File: src/rtl/alu_dp_pkg.sv
package alu_dp_pkg;

    typedef enum logic [3:0] {
        OP_AND = 4'h0, OP_EOR = 4'h1, OP_SUB = 4'h2, OP_RSB = 4'h3,
        OP_ADD = 4'h4, OP_ADC = 4'h5, OP_SBC = 4'h6, OP_RSC = 4'h7,
        OP_TST = 4'h8, OP_TEQ = 4'h9, OP_CMP = 4'hA, OP_CMN = 4'hB,
        OP_ORR = 4'hC, OP_MOV = 4'hD, OP_BIC = 4'hE, OP_MVN = 4'hF
    } alu_op_e;

    typedef enum logic [1:0] {
        ST_IDLE       = 2'd0,
        ST_SHIFT_WAIT = 2'd1,
        ST_RESULT     = 2'd2
    } alu_state_e;

    // Opcodes 8..B update flags only
    function automatic logic op_is_compare(input alu_op_e op);
        return op[3:2] == 2'b10;
    endfunction

    function automatic logic op_is_arith(input alu_op_e op);
        return (op inside {OP_SUB, OP_RSB, OP_ADD, OP_ADC, OP_SBC, OP_RSC,
                           OP_CMP, OP_CMN});
    endfunction

endpackage

File: src/rtl/alu_dp_opnd.sv
module alu_dp_opnd #(
    parameter int DATA_W  = 32,
    parameter int PC_STEP = 4
) (
    input  logic [DATA_W-1:0] a_raw,
    input  logic              a_is_pc,
    input  logic              reg_shift,
    output logic [DATA_W-1:0] a_eff
);
    localparam logic [DATA_W-1:0] STEP = DATA_W'(PC_STEP);

    always_comb begin
        a_eff = a_raw;
        if (a_is_pc && reg_shift) begin
            a_eff = a_raw + STEP;
        end
    end
endmodule

File: src/rtl/alu_dp_adder.sv
module alu_dp_adder
    import alu_dp_pkg::*;
#(
    parameter int DATA_W = 32
) (
    input  alu_op_e           op,
    input  logic [DATA_W-1:0] a,
    input  logic [DATA_W-1:0] b,
    input  logic              cin,
    output logic [DATA_W-1:0] sum,
    output logic              cout,
    output logic              ovf
);
    localparam int SUM_W = DATA_W + 1;

    logic [DATA_W-1:0] x, y;
    logic              c0;
    logic [SUM_W-1:0]  total;

    always_comb begin
        x  = a;
        y  = b;
        c0 = 1'b0;
        unique case (op)
            OP_SUB, OP_CMP: begin y = ~b; c0 = 1'b1; end
            OP_RSB:         begin x = b; y = ~a; c0 = 1'b1; end
            OP_ADC:         begin c0 = cin; end
            OP_SBC:         begin y = ~b; c0 = cin; end
            OP_RSC:         begin x = b; y = ~a; c0 = cin; end
            default:        begin c0 = 1'b0; end
        endcase
        total = {1'b0, x} + {1'b0, y} + {{DATA_W{1'b0}}, c0};
        sum   = total[DATA_W-1:0];
        cout  = total[DATA_W];
        ovf   = (x[DATA_W-1] == y[DATA_W-1]) && (sum[DATA_W-1] != x[DATA_W-1]);
    end
endmodule

File: src/rtl/alu_dp_logic.sv
module alu_dp_logic
    import alu_dp_pkg::*;
#(
    parameter int DATA_W = 32
) (
    input  alu_op_e           op,
    input  logic [DATA_W-1:0] a,
    input  logic [DATA_W-1:0] b,
    output logic [DATA_W-1:0] res
);
    always_comb begin
        unique case (op)
            OP_AND, OP_TST: res = a & b;
            OP_EOR, OP_TEQ: res = a ^ b;
            OP_ORR:         res = a | b;
            OP_MOV:         res = b;
            OP_BIC:         res = a & ~b;
            OP_MVN:         res = ~b;
            default:        res = '0;
        endcase
    end
endmodule

File: src/rtl/alu_dp_core.sv
module alu_dp_core
    import alu_dp_pkg::*;
#(
    parameter int DATA_W  = 32,
    parameter int PC_STEP = 4
) (
    input  logic              clk,
    input  logic              rst_n,
    input  logic              op_valid,
    input  logic [3:0]        opcode,
    input  logic              set_flags,
    input  logic [DATA_W-1:0] op_a,
    input  logic [DATA_W-1:0] op_b,
    input  logic              shift_carry,
    input  logic              carry_in,
    input  logic              ovf_in,
    input  logic              reg_shift,
    input  logic              dst_is_pc,
    input  logic              a_is_pc,
    output logic              busy,
    output logic              res_valid,
    output logic [DATA_W-1:0] result,
    output logic              rd_we,
    output logic              flags_we,
    output logic              flag_n,
    output logic              flag_z,
    output logic              flag_c,
    output logic              flag_v,
    output logic              psr_restore,
    output logic              flush_req
);
    alu_state_e        state_q, state_d;
    alu_op_e           op_q;
    logic [DATA_W-1:0] a_q, b_q;
    logic              set_q, sc_q, cin_q, vin_q, rs_q, dpc_q, apc_q;

    logic              accept;
    logic [DATA_W-1:0] a_eff, arith_res, logic_res, res_w;
    logic              arith_c, arith_v, is_cmp, is_arith;

    assign accept = op_valid && (state_q == ST_IDLE);

    // State register
    always_ff @(posedge clk or negedge rst_n) begin
        if (!rst_n) begin
            state_q <= ST_IDLE;
        end else begin
            state_q <= state_d;
        end
    end

    // Operand capture on acceptance
    always_ff @(posedge clk or negedge rst_n) begin
        if (!rst_n) begin
            op_q  <= OP_AND;
            a_q   <= '0;
            b_q   <= '0;
            set_q <= 1'b0;
            sc_q  <= 1'b0;
            cin_q <= 1'b0;
            vin_q <= 1'b0;
            rs_q  <= 1'b0;
            dpc_q <= 1'b0;
            apc_q <= 1'b0;
        end else if (accept) begin
            op_q  <= alu_op_e'(opcode);
            a_q   <= op_a;
            b_q   <= op_b;
            set_q <= set_flags;
            sc_q  <= shift_carry;
            cin_q <= carry_in;
            vin_q <= ovf_in;
            rs_q  <= reg_shift;
            dpc_q <= dst_is_pc;
            apc_q <= a_is_pc;
        end
    end

    // Next-state logic
    always_comb begin
        state_d = state_q;
        unique case (state_q)
            ST_IDLE: begin
                if (op_valid) begin
                    state_d = reg_shift ? ST_SHIFT_WAIT : ST_RESULT;
                end
            end
            ST_SHIFT_WAIT: state_d = ST_RESULT;
            ST_RESULT:     state_d = ST_IDLE;
            default:       state_d = ST_IDLE;
        endcase
    end

    alu_dp_opnd #(.DATA_W(DATA_W), .PC_STEP(PC_STEP)) opnd_i (
        .a_raw     (a_q),
        .a_is_pc   (apc_q),
        .reg_shift (rs_q),
        .a_eff     (a_eff)
    );

    alu_dp_adder #(.DATA_W(DATA_W)) adder_i (
        .op   (op_q),
        .a    (a_eff),
        .b    (b_q),
        .cin  (cin_q),
        .sum  (arith_res),
        .cout (arith_c),
        .ovf  (arith_v)
    );

    alu_dp_logic #(.DATA_W(DATA_W)) logic_i (
        .op  (op_q),
        .a   (a_eff),
        .b   (b_q),
        .res (logic_res)
    );

    assign is_cmp   = op_is_compare(op_q);
    assign is_arith = op_is_arith(op_q);
    assign res_w    = is_arith ? arith_res : logic_res;

    // Output logic
    always_comb begin
        busy        = (state_q != ST_IDLE);
        res_valid   = 1'b0;
        rd_we       = 1'b0;
        flags_we    = 1'b0;
        psr_restore = 1'b0;
        flush_req   = 1'b0;
        result      = res_w;
        flag_n      = res_w[DATA_W-1];
        flag_z      = (res_w == '0);
        flag_c      = is_arith ? arith_c : sc_q;
        flag_v      = is_arith ? arith_v : vin_q;
        unique case (state_q)
            ST_RESULT: begin
                res_valid   = 1'b1;
                rd_we       = !is_cmp;
                flags_we    = is_cmp || (set_q && !dpc_q);
                psr_restore = !is_cmp && set_q && dpc_q;
                flush_req   = !is_cmp && dpc_q;
            end
            default: begin
                res_valid = 1'b0;
            end
        endcase
    end
endmodule

File: config.mk
export PLATFORM = sky130hd
export DESIGN_NAME = alu_dp_core
export DESIGN_NICKNAME = d
export VERILOG_FILES = /design/src/rtl/alu_dp_pkg.sv /design/src/rtl/alu_dp_opnd.sv /design/src/rtl/alu_dp_adder.sv /design/src/rtl/alu_dp_logic.sv /design/src/rtl/alu_dp_core.sv
export SDC_FILE = /design/constraint.sdc
export NUM_CORES = 1
export LEC_CHECK = 0
export BUFFER_PORTS_ARGS = -buffer_cell sky130_fd_sc_hd__clkbuf_2
export CAP_MARGIN = 20
export CORE_ASPECT_RATIO = 0.75
export CORE_UTILIZATION = 50
export CTS_BUF_LIST = sky130_fd_sc_hd__clkbuf_16
export DETAILED_ROUTE_END_ITERATION = 8
export GPL_TIMING_DRIVEN = 0
export PLACE_DENSITY = 0.71
export SYNTH_ARGS = -nofsm -noshare
export SYNTH_HDL_FRONTEND = slang
export SYNTH_SLANG_ARGS = --single-unit
File: constraint.sdc
create_clock -name clk -period 7.85 [get_ports clk]
set_input_delay 0.785 -clock clk [delete_from_list [all_inputs] [get_ports clk]]
set_output_delay 0.785 -clock clk [all_outputs]
set_load 0.02 [all_outputs]
# After elaboration in Yosys (flattened, before gate mapping)
# Cells that the tools add are included.
[totals]
reg_bits = 77
in_bits = 78
output_inout_bits = 42
word_cells = 78
[op_classes]
addsub = 3
eq_ne = 21
muxes = 16
bitwise_logic = 6
n_reduce_logical = 21
[op_table]
columns = ["op", "n"]
rows = [
  ["$pmux 32 s6", 1],
  ["$mux 32", 3],
  ["$and 32x32->32", 2],
  ["$not 32->32", 2],
  ["$pmux 32 s2", 1],
  ["$add 32x32->33", 1],
  ["$add 33x1->33", 1],
  ["$add 32x3->32 const B", 1],
  ["$eq 4x4->1 const B", 8],
  ["$logic_not 32->1", 1],
  ["$or 32x32->32", 1],
  ["$xor 32x32->32", 1],
  ["$eq 4x3->1 const B", 4],
  ["$reduce_or 3->1", 3],
  ["$eq 4x2->1 const B", 2],
  ["$reduce_bool 8->1", 1],
  ["$logic_and 1x1->1", 7],
  ["$mux 1", 7],
  ["$reduce_or 2->1", 3],
  ["$eq 2x2->1 const B", 2],
  ["$eq 4x1->1 const B", 1],
  ["$logic_not 4->1", 1],
  ["$mux 2", 2],
  ["$pmux 2 s2", 1],
  ["other kinds (9)", 10],
]

# Logic depth before layout (Yosys ltp)
# Gate-level depths: netlist of the first run.
[depth]
ltp_word = 9
mapped_depth = 24
mapped_depth_nobuf = 18

# Cells and area by module
# A second synthesis of the first run with hierarchy kept.
[unflattened]
hier_cells = 1017
hier_area_um2 = 9268.9
[modules_own_cells]
columns = ["module", "n_inst", "cells_per_inst", "area_each_um2", "seq_area_each_um2"]
rows = [
  ["alu_dp_core", 1, 240, 3470.8, 1926.8],
  ["alu_dp_adder", 1, 391, 2633.8, 0.0],
  ["alu_dp_logic", 1, 294, 2519.9, 0.0],
  ["alu_dp_opnd", 1, 92, 644.4, 0.0],
]

# Worst setup path before layout of the first run
# No wires, ideal clock.
[synth_path]
path_type = "register -> output"
start = "register op_q[1]"
end = "output port flag_z"
arrival_ps = 5744
required_ps = 7065
slack_ps = 1321
path_stages_with_launch = 24
n_path_buf = 7
path_cell_list = "dfrtp_1 -> buf_2 -> buf_4 -> buf_2 -> buf_2 -> buf_1 -> nand3_1 -> and2_1 -> clkbuf_1 -> clkbuf_1 -> a21oi_1 -> fa_1 -> inv_1 -> fa_1 -> a21o_1 -> a221o_1 -> xnor2_1 -> o221ai_1 -> nor4_1 -> nand4bb_1 -> nor3_1 -> nand4_1 -> or4_1 -> a2111oi_2"
[synth_via]
elab_chain_len = 7
word_cells_on_any_way = 31
cone_classes = "add/sub: 2; eq/ne: 15; mux: 5; reduce/logical: 9"
[synth_lines]
columns = ["element", "line_no", "source"]
rows = [
  ["from (decl)", "alu_dp_core.sv:33", "alu_op_e op_q;"],
  ["from (signal assigned)", "alu_dp_core.sv:66", "op_q <= alu_op_e'(opcode);"],
  ["$eq 4x2->1 (tied with other cells)", "alu_dp_pkg.sv:22, alu_dp_adder.sv:24", ""],
  ["$reduce_or 3->1 (no source line) or $reduce_or 2->1 (tied branches)", "--", ""],
  ["$pmux 32 s2 or $mux 32 (tied branches)", "alu_dp_adder.sv:24", "unique case (op)"],
  ["$add 32x32->33", "alu_dp_adder.sv:32", "total = {1'b0, x} + {1'b0, y} + {{DATA_W{1'b0}}, c0};"],
  ["$add 33x1->33", "alu_dp_adder.sv:32", ""],
  ["$mux 32 *", "alu_dp_core.sv:120", "assign res_w = is_arith ? arith_res : logic_res;"],
  ["via result[6]", "alu_dp_core.sv:22", "output logic [DATA_W-1:0] result,"],
  ["$logic_not 32->1 *", "alu_dp_core.sv:132", "flag_z = (res_w == '0);"],
  ["to (decl)", "alu_dp_core.sv:26", "output logic flag_z,"],
]
# Mark *: on every way through the listed nets, which the timed path passes. The rest lies on a longest branch.

# Worst setup path after layout of the first run
[layout_path]
start = "register op_q[3]"
end = "output port flag_z"
[layout_via]
elab_chain_len = 7
word_cells_on_any_way = 31
cone_classes = "add/sub: 2; eq/ne: 15; mux: 5; reduce/logical: 9"
[layout_lines]
columns = ["element", "line_no"]
rows = [
  ["$eq 4x2->1 (tied with other cells)", "alu_dp_pkg.sv:22, alu_dp_adder.sv:24"],
  ["$reduce_or 3->1 (no source line) or $reduce_or 2->1 (tied branches)", "--"],
  ["$pmux 32 s2 or $mux 32 (tied branches)", "alu_dp_adder.sv:24"],
  ["$add 32x32->33", "alu_dp_adder.sv:32"],
  ["$add 33x1->33", "alu_dp_adder.sv:32"],
  ["$mux 32 *", "alu_dp_core.sv:120"],
  ["$logic_not 32->1 *", "alu_dp_core.sv:132"],
]
# Every way passes the cells marked *; elsewhere a longest branch is shown, timed or not.

==> impl_results.md, run 1 <==
* Layout cells sized above 1 at 16.30%
* Post-route clock skew at 0.01110 ns
* Postcts setup bufs at 0
* Commonest non-fill, non-tap cell in the layout: clkbuf_2
* Slew Viols, Final at 0
* Post-synth EDFFs at 0
* CTS tree: done
* Count of cell types in the netlist at 80
* FFs w/ async S/R, synth at 100.0%
* Top layer in use: met4
* WL final at 33710 microns
* Starting density of the core at 51.56%
* Syn-to-layout area delta at 14.12%
* FF-to-FF End: b_q[16]
* Reg clk slew, reported paths at 0.07 ns
* IO Pins at 120
* Vias per Instance at 6.390
* Final setup fails at 0
* Drt first pass iters at 6
* Final Hold Slack at 0.3331 ns
* RD Place Congestion at 0.9956
* Placed Area at 9676 sq um
* Number of fill cells at 1609
* Routed len/inst at 21.85 microns
* DRC at 0
* Core area at 16980 sq um
* DR WL met2 at 13270 microns
* Worst-margin pin slew at 1.012 ns
* Final #Nets at 1446
* Flops & latches, synth at 77
* Post-synth net total at 1320
* Final ANT Viol Nets at 0
* Fmax at 131.5 MHz
* Wire length of the first global-routing pass at 49970 microns
* Setup crit end kind: output pin
* Reg2reg start: state_q[1]
* Hold Fails Final Rpt at 0
* Worst setup path start: op_q[3]
* Die footprint at 18050 sq um
* Post-Synthesis Mean Instance Area at 7.444 sq um
* Setup Crit Path Kind: register to output pin
* Diodes inserted at 0
* Power Dens Cells at 368.2 nW/um^2
* DIE HEIGHT at 116.6 microns
* Yosys warns at 0
* Routed length on met3 at 4759 microns
* Post-DP HPWL at 25610 microns
* Sequential Area at 1927 sq um
* Tot GR Track Use at 37.21%
* Worst Path Arrival at 6.82 ns
* Syn Inst Count at 1176
* Num CTS Buffers at 9
* Vias post-DR at 9859
* Part of the Yosys area used for sequential elements at 22.01%
* Tcrit/Tclk final at 96.89%
* LEAKAGE at 4.353 nW
* Post-route setup TNS at 0 ns
* Met1 WL at 14650 microns
* Vias in the first global route at 8632
* Port bufs at 119
* Status: finished clean
* HP Class: input pin to async pin
* Clock latency on the worst-skew pair at 0.36 ns
* Max clock buf depth at 2
* Total grt overflow at 0
* Maximum VDD drop at 172.8 uV
* Cell row count at 41
* Clk root buf: clkbuf_16
* CP Launch Type: register
* Post-layout minimum cycle time at 7.606 ns
* Worst Path Max Fanout at 10
* RSZ-0062 raised after global routing: false
* Layout Utilization at 58.84%
* Largest net degree at the start of global routing at 64
* Setup slack, reg-to-reg at 5.35 ns
* Slew HR at 32.00%
* CTS hold repair buffers at 0
* Synthesized cell area at 8755 sq um
* Footprint of the multi-input gates at 6177 sq um
* Die Span X at 154.8 microns
* H-tree depth at 3
* Max Cap Viol at 0
* Initial drt markers at 1248
* Commonest non-fill, non-tap cells in the layout: clkbuf_2 (124), nor2_1 (121), a21oi_1 (116), o21ai_0 (113), nand2_1 (99)
* Crit path required time at 7.07 ns
* Design area at 9991 sq um
* Main flop type after synthesis: dfrtp_1
* Reg2Reg Depth at 6
* Initial antenna violation count at 0
* CTS Sinks at 77
[sequential cells by signal, summed over array words and instances, names as in the netlist, 2 cells and up]
signal and count:
b_q 32, op_q 4, state_q 2, a_q 32
[cells in the mapped netlist (all sizes together) (4+ instances only)]
| master | n | area, sq um |
|---|---|---|
| inv | 64 | 240.2 |
| a22oi | 8 | 60.06 |
| and2 | 6 | 37.54 |
| nor2 | 121 | 454.2 |
| nand4 | 16 | 100.1 |
| or3 | 6 | 37.54 |
| o211ai | 7 | 52.55 |
| and3 | 15 | 93.84 |
| a221o | 21 | 210.2 |
| nor2b | 8 | 50.05 |
| o22ai | 18 | 112.6 |
| o311ai | 4 | 42.55 |
| a222oi | 11 | 110.1 |
| nand2 | 99 | 371.6 |
| dfrtp | 77 | 1927 |
| a21oi | 116 | 580.6 |
| xor2 | 22 | 192.7 |
| mux2 | 37 | 416.7 |
| a221oi | 8 | 93.84 |
| clkbuf | 83 | 311.6 |
| xnor2 | 42 | 367.9 |
| nand3 | 30 | 150.1 |
| a211oi | 7 | 52.55 |
| ha | 64 | 800.8 |
| or2 | 4 | 25.02 |
| a21boi | 5 | 37.54 |
| o21ai | 118 | 590.6 |
| nor4 | 10 | 75.07 |
| nor3 | 23 | 120.1 |
| buf | 19 | 105.1 |
| o31ai | 7 | 52.55 |
| a21o | 13 | 97.59 |
| a31oi | 9 | 56.30 |
| and4 | 4 | 35.03 |
| o21a | 9 | 75.07 |
| nand2b | 8 | 50.05 |
| a22o | 6 | 52.55 |
| mux2i | 6 | 60.06 |
[how the worst max path moves through the flow]
stage               endpoint  slack [ns]  depth (start not counted)
floorplan             flag_z        1.32                         23
global placement      flag_z       -0.35                         24
detailed placement    flag_z       -0.34                         24
CTS                   flag_z       0.002                         22
global route          flag_z        0.04                         22
finish                flag_z        0.24                         19
[critical path, stage by stage, from the launching register on]
cell and delay, ns:
dfrtp_1 0.41, clkbuf_1 0.41, nand2_1 0.20, clkbuf_4 0.28, nand3_1 0.21, clkbuf_1 0.69
nor2_1 0.08, a221o_1 0.34, fa_1 0.52, a21o_1 0.27, a221o_1 0.35, xnor2_1 0.18
o221ai_1 0.21, nor4_2 0.31, nand4bb_1 0.28, nor3_1 0.25, nand4_1 0.33, or4_1 0.59
a2111oi_2 0.29, clkbuf_2 0.22
[power breakdown]
part	internal (mW)	total, mW	switching (mW)	leakage (nW)
registers	0.473	0.548	0.0746	0.926
clock network	0.219	0.427	0.208	0.136
logic	0.963	2.70	1.74	3.29
[metrics by stage]
| stage | power (mW) | worst slack (ns) | cells |
|---|---|---|---|
| 6_report | 3.679 | 0.2444 | 1543 |
| 5_1_grt | 3.889 | 0.03902 | 1543 |
| 4_1_cts | 3.574 | 0.002020 | 1544 |
| 3_5_place_dp | 3.136 | -0.3438 | 1532 |
| 3_3_place_gp | 3.126 | -0.3543 | 1531 |
| 2_1_floorplan | 2.383 | 1.321 | 1176 |
[cells by family after synthesis]
logic type	count (synthesis)	synth area share, %
compound gates	397	29.28
xor+xnor	64	6.403
fa+ha+maj	66	9.604
buf+inv	166	7.503
flops	77	22.01
mux	43	5.445
simple gates	363	19.75
[routing by layer]
layer | GRT usage, % | vias to the layer above
met1 | 51.93 | 4566
met2 | 52.55 | 669
met5 | 0.7937 | -
met3 | 12.50 | 84
li1 | - | 4540
met4 | 14.32 | 0
[cell type report]
type                    instances  area share [%]
well taps                     236           2.956
clock buffers                   9           2.254
multi-input cells             933           61.83
repair inverters                1         0.05009
repair buffers                120           6.262
inverters                      64           2.442
plain buffers                  96           4.346
flip-flops and latches         77           19.29
clock inverters                 7          0.5761
[timing repair]
item,4_1_cts,5_1_grt
resized for setup,6,25
endpoints found under the setup margin,2,1
pin swaps,0,2
cloned,0,1
No activity file was read; power rests on OpenSTA's default activity.
==> inputs of run 2 (changes only) <==
--- a/config.mk
+++ b/config.mk
@@ -5,9 +5,9 @@
 export SDC_FILE = /design/constraint.sdc
 export NUM_CORES = 1
 export LEC_CHECK = 0
-export BUFFER_PORTS_ARGS = -buffer_cell sky130_fd_sc_hd__clkbuf_2
+export BUFFER_PORTS_ARGS = -buffer_cell sky130_fd_sc_hd__buf_2
 export CAP_MARGIN = 20
-export CORE_ASPECT_RATIO = 0.75
+export CORE_ASPECT_RATIO = 0.5
 export CORE_UTILIZATION = 50
 export CTS_BUF_LIST = sky130_fd_sc_hd__clkbuf_16
 export DETAILED_ROUTE_END_ITERATION = 8
==> run 2 against run 1 <==
First-iteration DRC count up 5.0%. Routed wire length is 10% higher. Sequential share of layout area is 0.13 points lower. Clock power grew 25%. Core utilization rose by 1.3 points. Register-to-register slack worse by 0.04 ns. Cell count shrank 0.39%. Global-route usage grew 4.3 points. Via count increased by 2.1%. Critical path type unchanged. Critical endpoint unchanged. Largest cell class unchanged. Highest routed layer unchanged.
==> impl_results.md, run 2 (synthesis gave the netlist of run 1 again) <==
* Status: finished clean
* CTS Sinks at 77 (unchanged)
* Setup crit end kind: output pin
* Slew Viols, Final at 0 (unchanged)
* RD Place Congestion at 1.024 (+2.8%)
* Reg2Reg Depth at 6 (unchanged)
* Total grt overflow at 0 (unchanged)
* Worst-margin pin slew at 0.9717 ns (-0.04057 ns)
* Worst Path Arrival at 6.92 ns (+0.10 ns)
* Sw Pwr at 2.074 mW (+2.5%)
* DR WL met2 at 14060 microns (+6.0%)
* Commonest non-fill, non-tap cell in the layout: buf_2
* Power Dens Cells at 380.6 nW/um^2 (+3.4%)
* Layout cells sized above 1 at 16.68% (+0.38 points)
* DIE HEIGHT at 95.57 microns (-18%)
* Cell row count at 33 (-20%)
* Sequential Power Share at 14.4% (-0.5 points)
* Internal power at 1.755 mW (+6.0%)
* Commonest non-fill, non-tap cells in the layout: buf_2 (127), nor2_1 (121), a21oi_1 (114), o21ai_0 (113), nand2_1 (99)
* Post-layout minimum cycle time at 7.706 ns (+0.1001 ns)
* Inst Count DP at 1523 (-0.59%)
* Initial antenna violation count at 1 (+1)
* RSZ-0062 raised after global routing: false
* CTS hold repair buffers at 0 (unchanged)
* Syn-to-layout area delta at 14.92%
* Num CTS Buffers at 9 (unchanged)
* Post-DP HPWL at 28200 microns (+10%)
* Postcts setup bufs at 0 (unchanged)
* Post-route setup TNS at 0 ns (unchanged)
* Vias per Instance at 6.547 (+2.5%)
* Die Span X at 189.1 microns (+22%)
* Crit path required time at 7.07 ns (about the same)
* Post-route clock skew at 0.02243 ns (+0.01132 ns)
* Slew HR at 34.76% (+2.8 points)
* Worst setup path start: op_q[1]
* Setup Crit Path Kind: register to output pin
* Fmax at 129.8 MHz (-1.3%)
* Clock latency on the worst-skew pair at 0.38 ns (+0.02 ns)
* Vias post-DR at 10060 (+2.1%)
* IO Pins at 120 (unchanged)
* Clk root buf: clkbuf_16
* Tcrit/Tclk final at 98.16% (+1.3 points)
* H-tree depth at 3 (unchanged)
* Wire length of the first global-routing pass at 54540 microns (+9.1%)
* Placed Area at 9664 sq um (-0.12%)
* Starting density of the core at 52.35% (+0.79 points)
* Final setup fails at 0 (unchanged)
* Switch share at 54.17% (-0.83 points)
* Worst Path Max Fanout at 19 (+9)
* HP Class: input pin to async pin
* Vias in the first global route at 8946 (+3.6%)
* CTS tree: done
* Met1 WL at 15800 microns (+7.9%)
* Fin cells at 1537 (-0.39%)
* Tot GR Track Use at 41.55% (+4.3 points)
* Combinational share of power at 71.7% (-1.8 points)
* Number of fill cells at 1591 (-1.1%)
* Die footprint at 18070 sq um (+0.14%)
* LEAKAGE at 4.389 nW (+0.82%)
* Reg clk slew, reported paths at 0.08 ns (about the same)
* Hold Fails Final Rpt at 0 (unchanged)
* Final #Nets at 1446 (unchanged)
* Port bufs at 119 (unchanged)
* CP Launch Type: register
* Final Hold Slack at 0.3740 ns (+0.04093 ns)
* Largest registers: a_q (32), b_q (32), op_q (4)
* Design area at 10060 sq um (+0.70%)
* DRC at 0 (unchanged)
* Reg2reg start: state_q[1]
* Initial drt markers at 1311 (+5.0%)
* Routed length on met3 at 6572 microns (+38%)
* Drt first pass iters at 6 (unchanged)
* Core area at 16720 sq um (-1.5%)
* Max Cap Viol at 0 (unchanged)
* Maximum VDD drop at 198.7 uV (+15%)
* Largest net degree at the start of global routing at 44 (-31%)
* Final ANT Viol Nets at 0 (unchanged)
* Clock power share at 13.9% (+2.3 points)
* Max clock buf depth at 2 (unchanged)
* Top layer in use: met4
* Routed len/inst at 24.19 microns (+11%)
* WL final at 37180 microns (+10%)
[run 2: changes by cell type in the layout (fill, tap and decap cells not counted), moves of 3 or more]
| cell | previous run | this run |
|---|---|---|
| buf_2 | 7 | 127 |
| bufinv_16 | 0 | 3 |
| clkbuf_1 | 72 | 68 |
| clkbuf_2 | 124 | 8 |
| clkbuf_4 | 6 | 3 |
| diode_2 | 0 | 3 |
[run 2: what timing repair did]
| item | 4_1_cts | 5_1_grt |
|---|---|---|
| cloned | 0 | 1 |
| endpoints found under the setup margin | 6 | 2 |
| pin swaps | 1 | 2 |
| gates resized for setup | 12 | 25 |
[run 2: per-layer routing]
| metal | vias up | global-route usage (%) |
|---|---|---|
| li1 | 4532 | - |
| met2 | 687 | 56.62 |
| met1 | 4777 | 56.73 |
| met4 | 0 | 9.745 |
| met5 | - | 0 |
| met3 | 67 | 21.57 |
[run 2: layout make-up]
type / count / area, sq um / area share [%]
inverters: 64 / 244.0 / 2.425
repair inverters: 1 / 5.005 / 0.04975
plain buffers: 96 / 442.9 / 4.402
flip-flops and latches: 77 / 1927 / 19.15
diodes: 3 / 7.507 / 0.07462
clock buffers: 9 / 225.2 / 2.239
well taps: 227 / 284.0 / 2.823
multi-input cells: 933 / 6178 / 61.41
clock inverters: 7 / 121.4 / 1.206
repair buffers: 120 / 625.6 / 6.218
[run 2: final timing paths]
kind,end,slack (ns)
worst max-delay path,flag_z,0.14
worst min-delay path,a_q[8],0.37
worst max register to register,b_q[8],5.31
worst min register to register,state_q[1],0.45
max in group asynchronous,b_q[25],6.86
min in group clk,state_q[1],0.45
[run 2: critical path, stage by stage, from the launching register on]
cell and delay, ns:
dfrtp_1 0.44, clkbuf_4 0.27, buf_4 0.27, buf_12 0.23, buf_6 0.21, nand3_1 0.20
clkbuf_2 0.28, clkbuf_2 0.31, a21oi_1 0.26, fa_1 0.25, inv_1 0.06, fa_1 0.41
a21o_1 0.25, a221oi_4 0.39, o211a_4 0.31, xnor2_1 0.09, a221o_1 0.32, nand4b_4 0.20
nor4_2 0.35, nand4_1 0.36, or4_1 0.58, a2111oi_2 0.27, buf_2 0.22
[run 2: per-stage QoR]
| step | worst slack [ns] | total power, mW | utilization, % |
|---|---|---|---|
| 6_report | 0.1444 | 3.829 | 60.16 |
| 5_1_grt | 0.04290 | 4.040 | 60.12 |
| 4_1_cts | 0.02445 | 3.705 | 59.91 |
| 3_5_place_dp | -0.5362 | 3.168 | 57.79 |
| 3_3_place_gp | -0.5800 | 3.137 | 57.61 |
| 2_1_floorplan | 1.321 | 2.383 | - |
[run 2: power by group through the flow]
stage	combinational (mW)	sequential, mW	clock [mW]
after detailed placement	2.61	0.555	0
after floorplan	1.85	0.532	0
final	2.75	0.550	0.532
after CTS	2.63	0.547	0.526
after global routing	2.94	0.561	0.543
after global placement	2.59	0.548	0
